==> config.mk <==
export PLATFORM = sky130hd
export DESIGN_NAME = sbx_ctrl
export DESIGN_NICKNAME = d
export VERILOG_FILES = /design/src/rtl/sbx_pkg.sv /design/src/rtl/sbx_decode.sv /design/src/rtl/sbx_exec.sv /design/src/rtl/sbx_ctrl.sv
export SDC_FILE = /design/constraint.sdc
export NUM_CORES = 1
export LEC_CHECK = 0
export BUFFER_PORTS_ARGS = -buffer_cell sky130_fd_sc_hd__buf_2
export CORE_MARGIN = 2
export CORE_UTILIZATION = 46
export DETAILED_ROUTE_END_ITERATION = 10
export PLACE_DENSITY = 0.85
export SLEW_MARGIN = 20
export SYNTH_ARGS = -nofsm -noshare
export SYNTH_HDL_FRONTEND = slang
export SYNTH_HIERARCHICAL = 1
export SYNTH_SLANG_ARGS = --single-unit
==> constraint.sdc <==
create_clock -name clk -period 1.1 [get_ports clk]
set_clock_uncertainty 0.2 [all_clocks]
set_input_delay 0.055 -clock clk [delete_from_list [all_inputs] [get_ports clk]]
set_output_delay 0.055 -clock clk [all_outputs]
set_load 0.02 [all_outputs]
==> src/rtl/sbx_pkg.sv <==
package sbx_pkg;

  typedef enum logic [2:0] {
    K_NONE  = 3'd0,
    K_PLAIN = 3'd1,
    K_UNDEF = 3'd2,
    K_XRET  = 3'd3,
    K_NSBR  = 3'd4
  } sbx_kind_e;

  // Target falls into the exception-return window
  function automatic logic in_magic(input logic [31:0] t, input logic [31:0] base);
    return t >= base;
  endfunction

  // Branch address with the selector bit stripped
  function automatic logic [31:0] strip_lsb(input logic [31:0] t);
    return {t[31:1], 1'b0};
  endfunction

  // Crossing form permitted in current context
  function automatic logic cross_allowed(input logic sec, input logic ext, input logic uo);
    return sec & ext & ~uo;
  endfunction

endpackage

==> src/rtl/sbx_decode.sv <==
module sbx_decode
  import sbx_pkg::*;
#(
  parameter int AW = 32,
  parameter logic [7:0] GRP_OPC = 8'h47,
  parameter logic [AW-1:0] MAGIC_BASE = 32'hFF00_0000
) (
  input  logic          valid,
  input  logic [15:0]   insn,
  input  logic [AW-1:0] target,
  input  logic          cur_secure,
  input  logic          sec_ext,
  input  logic          user_only,
  output sbx_kind_e     kind
);
  logic grp_hit, low_bad, ns_form, link_bit, allowed, magic;

  assign grp_hit  = valid && (insn[15:8] == GRP_OPC);
  assign low_bad  = insn[1:0] != 2'b00;
  assign ns_form  = insn[2];
  assign link_bit = insn[7];
  assign allowed  = cross_allowed(cur_secure, sec_ext, user_only);
  assign magic    = in_magic(target, MAGIC_BASE);

  always_comb begin
    kind = K_NONE;
    if (grp_hit) begin
      if (low_bad)                 kind = K_UNDEF;
      else if (!ns_form)           kind = K_PLAIN;
      else if (!allowed)           kind = K_UNDEF;
      else if (link_bit)           kind = K_UNDEF;
      else if (magic)              kind = K_XRET;
      else                         kind = K_NSBR;
    end
  end
endmodule

==> src/rtl/sbx_exec.sv <==
module sbx_exec
  import sbx_pkg::*;
#(
  parameter int AW = 32
) (
  input  sbx_kind_e     kind,
  input  logic [AW-1:0] target,
  input  logic [3:0]    rm,
  output logic          n_pc_load,
  output logic [AW-1:0] n_pc,
  output logic          n_isa,
  output logic          n_undef,
  output logic          n_xret,
  output logic          n_sw,
  output logic          n_sw_sec,
  output logic          n_it_clr,
  output logic          n_plain,
  output logic [3:0]    n_rm
);
  always_comb begin
    n_pc_load = 1'b0;
    n_pc      = '0;
    n_isa     = 1'b0;
    n_undef   = 1'b0;
    n_xret    = 1'b0;
    n_sw      = 1'b0;
    n_sw_sec  = 1'b0;
    n_it_clr  = 1'b0;
    n_plain   = 1'b0;
    n_rm      = '0;
    unique case (kind)
      K_UNDEF: n_undef = 1'b1;
      K_PLAIN: begin
        n_plain = 1'b1;
        n_rm    = rm;
      end
      K_XRET: begin
        n_pc_load = 1'b1;
        n_pc      = strip_lsb(target);
        n_isa     = target[0];
        n_xret    = 1'b1;
        n_it_clr  = 1'b1;
      end
      K_NSBR: begin
        n_pc_load = 1'b1;
        n_pc      = strip_lsb(target);
        n_isa     = 1'b1;
        n_sw      = 1'b1;
        n_sw_sec  = target[0];
        n_it_clr  = 1'b1;
      end
      default: ;
    endcase
  end
endmodule

==> src/rtl/sbx_ctrl.sv <==
module sbx_ctrl
  import sbx_pkg::*;
#(
  parameter int AW = 32,
  parameter logic [7:0] GRP_OPC = 8'h47,
  parameter logic [AW-1:0] MAGIC_BASE = 32'hFF00_0000
) (
  input  logic          clk,
  input  logic          rst_n,
  input  logic          insn_valid,
  input  logic [15:0]   insn,
  input  logic [AW-1:0] target,
  input  logic          cur_secure,
  input  logic          sec_ext,
  input  logic          user_only,
  output logic          pc_load,
  output logic [AW-1:0] pc_value,
  output logic          isa_bit,
  output logic          undef,
  output logic          exc_return,
  output logic          sw_req,
  output logic          sw_secure,
  output logic          it_clear,
  output logic          fwd_plain,
  output logic [3:0]    fwd_reg
);
  sbx_kind_e     kind;
  logic          n_pc_load, n_isa, n_undef, n_xret, n_sw, n_sw_sec, n_it_clr, n_plain;
  logic [AW-1:0] n_pc;
  logic [3:0]    n_rm;

  sbx_decode #(.AW(AW), .GRP_OPC(GRP_OPC), .MAGIC_BASE(MAGIC_BASE)) u_dec (
    .valid(insn_valid), .insn(insn), .target(target),
    .cur_secure(cur_secure), .sec_ext(sec_ext), .user_only(user_only),
    .kind(kind)
  );

  sbx_exec #(.AW(AW)) u_exe (
    .kind(kind), .target(target), .rm(insn[6:3]),
    .n_pc_load(n_pc_load), .n_pc(n_pc), .n_isa(n_isa), .n_undef(n_undef),
    .n_xret(n_xret), .n_sw(n_sw), .n_sw_sec(n_sw_sec), .n_it_clr(n_it_clr),
    .n_plain(n_plain), .n_rm(n_rm)
  );

  always_ff @(posedge clk or negedge rst_n) begin
    if (!rst_n) begin
      pc_load    <= 1'b0;
      pc_value   <= '0;
      isa_bit    <= 1'b0;
      undef      <= 1'b0;
      exc_return <= 1'b0;
      sw_req     <= 1'b0;
      sw_secure  <= 1'b0;
      it_clear   <= 1'b0;
      fwd_plain  <= 1'b0;
      fwd_reg    <= '0;
    end else begin
      pc_load    <= n_pc_load;
      pc_value   <= n_pc;
      isa_bit    <= n_isa;
      undef      <= n_undef;
      exc_return <= n_xret;
      sw_req     <= n_sw;
      sw_secure  <= n_sw_sec;
      it_clear   <= n_it_clr;
      fwd_plain  <= n_plain;
      fwd_reg    <= n_rm;
    end
  end

  // a trap never carries side effects
  p_undef_clean_r9: assert property (@(posedge clk) disable iff (!rst_n)
    undef |-> !pc_load && !exc_return && !sw_req && !it_clear);

  // strobes only follow an accepted instruction
  p_strobe_follows_r1: assert property (@(posedge clk) disable iff (!rst_n)
    (undef || pc_load || fwd_plain) |-> $past(insn_valid));

  // at most one kind of result per cycle
  p_one_result_r1: assert property (@(posedge clk) disable iff (!rst_n)
    $onehot0({undef, fwd_plain, sw_req, exc_return}));

  // exception return only from the magic window
  p_xret_window_r5: assert property (@(posedge clk) disable iff (!rst_n)
    exc_return |-> pc_load && (pc_value >= MAGIC_BASE));

  // a stack switch always comes with the instruction-set bit set
  p_switch_isa_r6: assert property (@(posedge clk) disable iff (!rst_n)
    sw_req |-> pc_load && isa_bit);

  // loaded program counter is halfword aligned
  p_pc_even_r6: assert property (@(posedge clk) disable iff (!rst_n)
    pc_load |-> !pc_value[0]);

  // conditional state cleared exactly with executed crossing branches
  p_itclr_r8: assert property (@(posedge clk) disable iff (!rst_n)
    it_clear == (sw_req || exc_return));
endmodule

==> summary.md, run 1 <==
| Metric | Value |
|---|---|
| Status | aborted with a tool error |
| Width of the die | ~64 µm |
| I/O Buffers | 97 |
| Htree depth | 2 |
| Largest net degree at the start of global routing | 45 |
| Ys flop type | dfrtp_1 |
| RD Place Congestion | approximately 0.72 |
| YS warnings | 6 |
| Err | [ERROR GRT-0232] Routing congestion too high. Check the congestion heatmap in the GUI. |
| Worst Endpoint after GRT Repair | pc_value[27]$_DFF_PN0_/D |
| Initial Util | between 40 and 50% |
| Post-synthesis sequential area ratio | approximately 67% |
| Synth top cells by count | dfrtp_1 (44), a21boi_1 (17), a21boi_2 (9) |
| Mapped Cells | approximately 110 |
| All-Layer GR Usage | between 70% and 80% |
| Synth Cell Area | between 0.0015 and 0.002 mm² |
| Placed Area | between 0.002 and 0.0025 mm² |
| DP HPWL | 2620 µm |
| Initial antenna violation count | 1 |
| Clock sink count | 44 |
| Cts bufs inserted | 5 |
| Post-synth EDFFs | 0 |
| Row count | 21 |
| Ports | 98 |
| Top-count cell post-synth | dfrtp_1 |
| Netlist cell types | 27 |
| Root buffer cell | clkbuf_4 |
| Syn Nets | roughly 170 |
| Fail Step | 5_1_grt |
| Share of flip-flops with an asynchronous set or reset | 100% |
| Post-synthesis register bit count | between 40 and 50 |
| Synth area leader | dfrtp_1 |
| GR Overflow Total | 39 |
| Synth area leaders | dfrtp_1 (67%), a21boi_1 (7.8%), a21boi_2 (6.2%) |
| Worst_ep kind | sequential cell input |
| Clock buffer depth | 2 |
| Die Y | around 64 µm |
| Share of the synthesized area in the top cell type | roughly two thirds |
| Avg Cell Area, Syn | 14.4 µm² |
==> per-layer routing <==
layer / global-route usage [%] / GRT overflow
met5: 8.33 / 0
met4: 78.0 / 19
met1: 72.6 / 0
met2: 93.3 / 20
met3: 50.5 / 0
==> timing repair <==
| action | CTS |
|---|---|
| hold buffers | 37 |
| endpoints found under the setup margin | 87 |
| gates cloned | 2 |
| setup buffers | 3 |
| gates resized for setup | 117 |
| pin swaps | 6 |
| hold endpoints to repair | 81 |
==> logic make-up after synthesis <==
kind of cell | share of synthesized area [%]
AND/OR/NAND/NOR | 9.52
buffers and inverters | 5.10
AO/OA/AOI/OAI | 18.1
other | 0.228
flip-flops | 67.0
==> per-stage QoR <==
stage	std cells	setup slack, ns	hold slack, ns
2_1_floorplan	114	-0.730	-0.441
3_3_place_gp	263	-0.799	-0.154
3_5_place_dp	263	-0.956	-0.154
4_1_cts	313	-0.472	-0.0172
==> run 2, diff against run 1 <==
- CORE_UTILIZATION: 46 -> 40
- PLACE_DENSITY: 0.85 -> not set
- PLACE_DENSITY_LB_ADDON: not set -> 0.15
==> summary.md, run 2 <==
| Metric | Value |
|---|---|
| Status | finished, violations left |
| Failing checks | negative setup slack |
| Sequential share of power | 57.1% |
| Max-slew violation count | 0 |
| Total wire length | between 4000 and 5000 µm |
| Req. time, crit path | around 1.1 ns |
| Ant diodes | 0 |
| Largest net degree at the start of global routing | 29 |
| Area of the die | about 0.0046 mm² |
| Clock sink count | 44 (unchanged) |
| Max-cap check violation count | 0 |
| Mapped Cells | 114 (unchanged) |
| Share of the synthesized area in the top cell type | 67.0% (unchanged) |
| Largest family of logic cells by synthesized area | compound AO/OA/AOI/OAI gates |
| Ports | 98 (unchanged) |
| P&R area growth vs syn | 85.9% |
| Levels on crit path | 8 |
| Synth Cell Area | 0.00164 mm² (unchanged) |
| Netlist cell types | 27 (unchanged) |
| Cell area after layout | a little over 0.003 mm² |
| CP Max Fanout | 7 |
| Synth Area in Adders | 0% (unchanged) |
| Fin Setup TNS | -20.59 ns |
| Share of flip-flops with an asynchronous set or reset | 100% (unchanged) |
| Nets | 320 |
| Routed Antenna Nets | 0 |
| Critical path, cell by cell | buf_6 -> nor4b_4 -> nand4_1 -> nor4_2 -> or3b_4 -> buf_6 -> buf_4 -> a21boi_2 |
| Post-synthesis sequential area ratio | 67.0% (unchanged) |
| Final Hold Viols | 0 |
| Multi-input logic area | around 600 µm² |
| Clock buffer depth | 2 (unchanged) |
| Register Area | 0.00110 mm² |
| Gate power share | between 10 and 15% |
| Remaining DRCs | 0 |
| Final setup vio count | 43 |
| Fin Hold WS | approximately 0.073 ns |
| Placed Area | 0.00227 mm² (+0.11%) |
| Clock slew at reported path FFs | 0.08 ns |
| All-Layer GR Usage | ~18% |
| WS Path Type | input port to flop |
| Syn Nets | 168 (unchanged) |
| YS warnings | 6 (unchanged) |
| Inst Count DP | 265 (+0.76%) |
| Sw frac | ~20% |
| Via Count | 1466 |
| Non-Filler Instances | between 300 and 400 |
| TritonCTS clock tree | done |
| Fmax | roughly 0.6 GHz |
| CP top delay family | simple AND/OR/NAND/NOR gates |
| Synth Area in XOR/XNOR | 0% (unchanged) |
| Multiplexer share of the synthesized area | 0% (unchanged) |
| First-pass GRT wire length | 6240 µm |
| CP bufs+invs | 3 |
| Avg Cell Area, Syn | 14.4 µm² (unchanged) |
| Routed vias/inst | roughly 4.6 |
| Min-delay worst type | input port to async pin |
| I/O Buffers | 97 (unchanged) |
| Post-synth EDFFs | 0 (unchanged) |
| Internal power | between 2 and 2.5 mW |
| Core Footprint | between 0.003 and 0.004 mm² |
| Synth area leader | dfrtp_1 |
| Initial Util | 41.4% (-7.1 points) |
| Power per cell area | around 930 mW/mm² |
| DP HPWL | 2720 µm (+4.0%) |
| Clock network power share | 32.1% |
| RSZ-0062 raised after global routing | yes |
| Synth Area in Simple Gates | 9.52% (unchanged) |
| RD Place Congestion | 0.731 (+0.86%) |
| Htree depth | 2 (unchanged) |
| Switching power of the nets | 0.582 mW |
| Synth top cells by count | dfrtp_1 (44), a21boi_1 (17), a21boi_2 (9) |
| Post-route minimum period | roughly 1.7 ns |
| Vias in the first global route | around 1500 |
| Initial antenna violation count | 0 |
| Post-synthesis register bit count | 44 (unchanged) |
| Leakage | around 1.6 nW |
| Row count | 23 (+9.5%) |
| GR Overflow Total | 0 |
| CP max stage delay | around 0.45 ns |
| Width of the die | 68.1 µm (+6.8%) |
| Iter 0 DRT Violations | between 70 and 80 |
| Largest register FFs | 32 |
| Ys flop type | dfrtp_1 |
| WP data arrival | about 1.7 ns |
| Share of cells above drive strength 1 | between 60% and 70% |
| Die Y | 68.1 µm (+6.8%) |
| CP max stage cell | or3b_4 |
| Commonest cells after routing, fill and taps aside | buf_2 (85), dfrtp_1 (44), dlygate4sd3_1 (37) |
| WL/cell | roughly 14 µm |
| Commonest non-fill, non-tap cell in the layout | buf_2 |
| CP Launch Type | input port |
| Worst path most repeated cell | buf_6 |
| Final setup margin | -0.564 ns |
| Top-count cell post-synth | dfrtp_1 |
| Synth area leaders | dfrtp_1 (67%), a21boi_1 (7.8%), a21boi_2 (6.2%) |
| Cts bufs inserted | 5 (unchanged) |
| Crit end category | flop |
| Compound-Gate Fraction of Synth Area | 18.1% (unchanged) |
| Fill cell count | 250 |
| First-pass DRT Iterations | 4 |
| Tcrit/Tclk final | 151% |
| Root buffer cell | clkbuf_8 |
| VDD IR max | around 0.67 mV |
[run 2: cell counts after synthesis]
Identical to the previous run, type by type.
[run 2: kinds of logic after synthesis]
logic type,after synthesis
simple gates,22
other cells,1
buf+inv,12
compound gates,35
flops,44
[run 2: final cells by class]
| class | instances | area share (%) |
|---|---|---|
| timing repair buffer | 154 | 39.4 |
| clock buffer | 6 | 2.38 |
| clock inverter | 1 | 0.164 |
| sequential | 44 | 36.1 |
| inverter | 3 | 0.369 |
| tap | 50 | 2.05 |
| multi-input combinational | 58 | 19.6 |
[run 2: per-layer routing]
| layer | global-route usage (%) | wire, µm |
|---|---|---|
| met4 | 6.75 | 27 |
| met3 | 4.93 | 248 |
| met5 | 0 | 0 |
| met1 | 19.3 | 1730 |
| met2 | 35.1 | 2310 |
[run 2: repair_timing]
| item | in CTS | in global routing |
|---|---|---|
| hold endpoints to repair | 81 | 0 |
| hold buffers | 37 | 0 |
| setup buffers | 5 | 2 |
| pin swaps | 5 | 18 |
| gates resized for setup | 21 | 51 |
| setup endpoints to repair | 43 | 53 |
| cloned | 1 | 3 |
[run 2: per-stage QoR]
step	power (mW)	utilization (%)	setup WS, ns
after global placement	1.83	57.2	-0.902
after floorplan	1.69	-	-0.730
after CTS	2.86	71.4	-0.601
after detailed placement	1.84	57.2	-0.986
final	2.84	76.9	-0.564
after global routing	2.98	76.9	-0.675
[run 2: final timing paths]
path                       startpoint     endpoint
worst max-delay path         insn[12]  pc_value[4]
worst min-delay path            rst_n       sw_req
max in group asynchronous       rst_n    fwd_plain
min in group clk              insn[0]        undef
[run 2: power groups by stage]
stage	Clock, mW	Combinational (mW)	Sequential (mW)
floorplan	0	0.0359	1.65
detailed placement	0	0.188	1.65
global route	1.02	0.335	1.62
global placement	0	0.183	1.65
CTS	0.942	0.297	1.62
finish	0.910	0.306	1.62
No activity file was read; power rests on OpenSTA's default activity.
==> run 3, diff against run 2 <==
- CORE_AREA: not set -> 2 2 63 65
- CORE_MARGIN: 2 -> not set
- CORE_UTILIZATION: 40 -> not set
- DIE_AREA: not set -> 0 0 65 67
- SETUP_SLACK_MARGIN: not set -> 0.3
==> summary.md, run 3 (synthesis results as in run 2) <==
| Metric | Value |
|---|---|
| Status | finished, violations left |
| Failing checks | negative hold slack, negative setup slack |
| Via Count | 1296 (-12%) |
| Ports | 98 (unchanged) |
| Final setup margin | -0.526 ns (+0.0385 ns) |
| VDD IR max | 0.671 mV (+0.33%) |
| Tcrit/Tclk final | 148% (-3.5 points) |
| Initial antenna violation count | 0 (unchanged) |
| Power Total | 3.07 mW (+8.3%) |
| Commonest non-fill, non-tap cell in the layout | buf_2 |
| Core Footprint | 0.00361 mm² (-9.2%) |
| Clock slew at reported path FFs | 0.08 ns (about the same) |
| Max-cap check violation count | 0 (unchanged) |
| WS Path Type | input port to flop |
| Register Area | 0.00110 mm² (unchanged) |
| First-pass GRT wire length | 5670 µm (-9.1%) |
| Post-route minimum period | 1.63 ns (-0.0385 ns) |
| Ant diodes | 0 (unchanged) |
| Largest register FFs | 32 (unchanged) |
| WP data arrival | 1.64 ns (-0.04 ns) |
| Multi-input logic area | 515 µm² (-14%) |
| Min-delay worst type | input port to flop |
| Cts bufs inserted | 5 (unchanged) |
| GR Overflow Total | 0 (unchanged) |
| Final setup vio count | 43 (unchanged) |
| Gate power share | 6.5% (-4.3 points) |
| CP Launch Type | input port |
| Commonest cells after routing, fill and taps aside | buf_2 (51), buf_6 (47), dfrtp_1 (44) |
| Clock buffer depth | 2 (unchanged) |
| Htree depth | 2 (unchanged) |
| Fmax | 0.615 GHz (+2.4%) |
| First-pass DRT Iterations | 4 (unchanged) |
| Iter 0 DRT Violations | 86 (+16%) |
| Fin Setup TNS | -19.91 ns (+0.681 ns) |
| Routed vias/inst | 4.76 (+2.7%) |
| Largest net degree at the start of global routing | 45 (+55%) |
| Total wire length | 3870 µm (-10%) |
| RD Place Congestion | 0.676 (-7.5%) |
| Internal power | 2.48 mW (+9.9%) |
| Width of the die | 65 µm (-4.5%) |
| Root buffer cell | clkbuf_8 |
| DP HPWL | 2510 µm (-7.9%) |
| Remaining DRCs | 0 (unchanged) |
| Final Hold Viols | 37 (+37) |
| Max-slew violation count | 0 (unchanged) |
| Die Y | 67 µm (-1.6%) |
| RSZ-0062 raised after global routing | yes |
| Clock sink count | 44 (unchanged) |
| Req. time, crit path | 1.12 ns (about the same) |
| Leakage | 1.45 nW (-10%) |
| Power per cell area | 1120 mW/mm² (+20%) |
| CP Max Fanout | 17 (+10) |
| Sw frac | 19.4% (-1.1 points) |
| Routed Antenna Nets | 0 (unchanged) |
| Nets | 277 (-13%) |
| I/O Buffers | 97 (unchanged) |
| TritonCTS clock tree | done |
| CP max stage delay | 0.45 ns (about the same) |
| WL/cell | 14.2 µm (+4.1%) |
| Fin Hold WS | -0.221 ns (-0.294 ns) |
| Switching power of the nets | 0.595 mW (+2.3%) |
| P&R area growth vs syn | 67.5% |
| Critical path, cell by cell | buf_6 -> nor4b_4 -> nand4_1 -> nor4_2 -> or3b_4 -> clkbuf_16 -> a21boi_1 |
| All-Layer GR Usage | 18.4% (-0.062 points) |
| Fill cell count | 235 (-6.0%) |
| Crit end category | flop |
| Share of cells above drive strength 1 | 62.9% (+1.7 points) |
| Row count | 22 (-4.3%) |
| Post-cts hold buffer count | 1 (-97%) |
| Pre-CTS setup slack | -0.880 ns (+0.106 ns) |
| CP max stage cell | or3b_4 |
| Area of the die | 0.00436 mm² (-6.1%) |
| Clock network power share | 40.8% (+8.7 points) |
| Vias in the first global route | 1262 (-15%) |
| Sequential share of power | 52.7% (-4.4 points) |
| Initial Util | 45.6% (+4.2 points) |
| Final core utilization | 76.3% (-0.60 points) |
## run 3: cell count changes in the layout (fill, tap and decap cells not counted), moves of 2 or more
cell           change
dlygate4sd3_1     -36
buf_2             -34
buf_6             +27
a21boi_1          +17
a21boi_2          -15
buf_4              +3
a21boi_0           -2
inv_2              -2
## run 3: through the flow
| step | std cells | cell area (µm²) |
|---|---|---|
| 5_1_grt | 272 | 2750 |
| 3_5_place_dp | 260 | 2250 |
| 4_1_cts | 271 | 2710 |
| 6_report | 272 | 2750 |
| 3_3_place_gp | 260 | 2250 |
| 2_1_floorplan | 114 | 1660 |
## run 3: final timing paths
kind / start / to / slack, ns / depth (start not counted)
min in group asynchronous: rst_n / pc_value[0] / 0.08 / 3
max in group asynchronous: rst_n / fwd_reg[2] / 0.42 / 3
min: insn[3] / fwd_reg[0] / -0.22 / 2
max: insn[13] / pc_value[21] / -0.53 / 7
## run 3: layout make-up
cell class                      count  share of cell area [%]
Multi-Input combinational cell     58                    18.7
Timing Repair Buffer              111                    34.2
Inverter                            3                   0.500
Clock buffer                        6                    3.00
Sequential cell                    44                    40.0
Tap cell                           48                    2.18
Clock inverter                      2                    1.41
## run 3: worst max-delay path: cells and delay by family
| family | cells | cell delay [ns] |
|---|---|---|
| simple gates | 4 | 1.14 |
| buf+inv | 2 | 0.30 |
| compound gates | 1 | 0.13 |
## run 3: what timing repair did
action                                  4_1_cts  5_1_grt
endpoints found under the setup margin       87       87
hold endpoints to repair                     81       37
gates resized for setup                     101        8
buffers inserted                              2        0
gates cloned                                  0        1
pin swaps                                     5        0
## run 3: routing by layer
metal  track usage (%)  wire (µm)  part of all wire, %
met1              17.0       1260                   32
met2              36.2       2290                   59
met3              4.90        273                  7.1
met4              10.1         49                  1.3
met5                 0          0                    0
## run 3: power groups by stage
stage | logic (mW) | registers, mW | clock network, mW
2_1_floorplan | 0.0359 | 1.65 | 0
3_3_place_gp | 0.180 | 1.65 | 0
3_5_place_dp | 0.186 | 1.65 | 0
4_1_cts | 0.198 | 1.62 | 1.29
5_1_grt | 0.220 | 1.62 | 1.38
6_report | 0.198 | 1.62 | 1.25
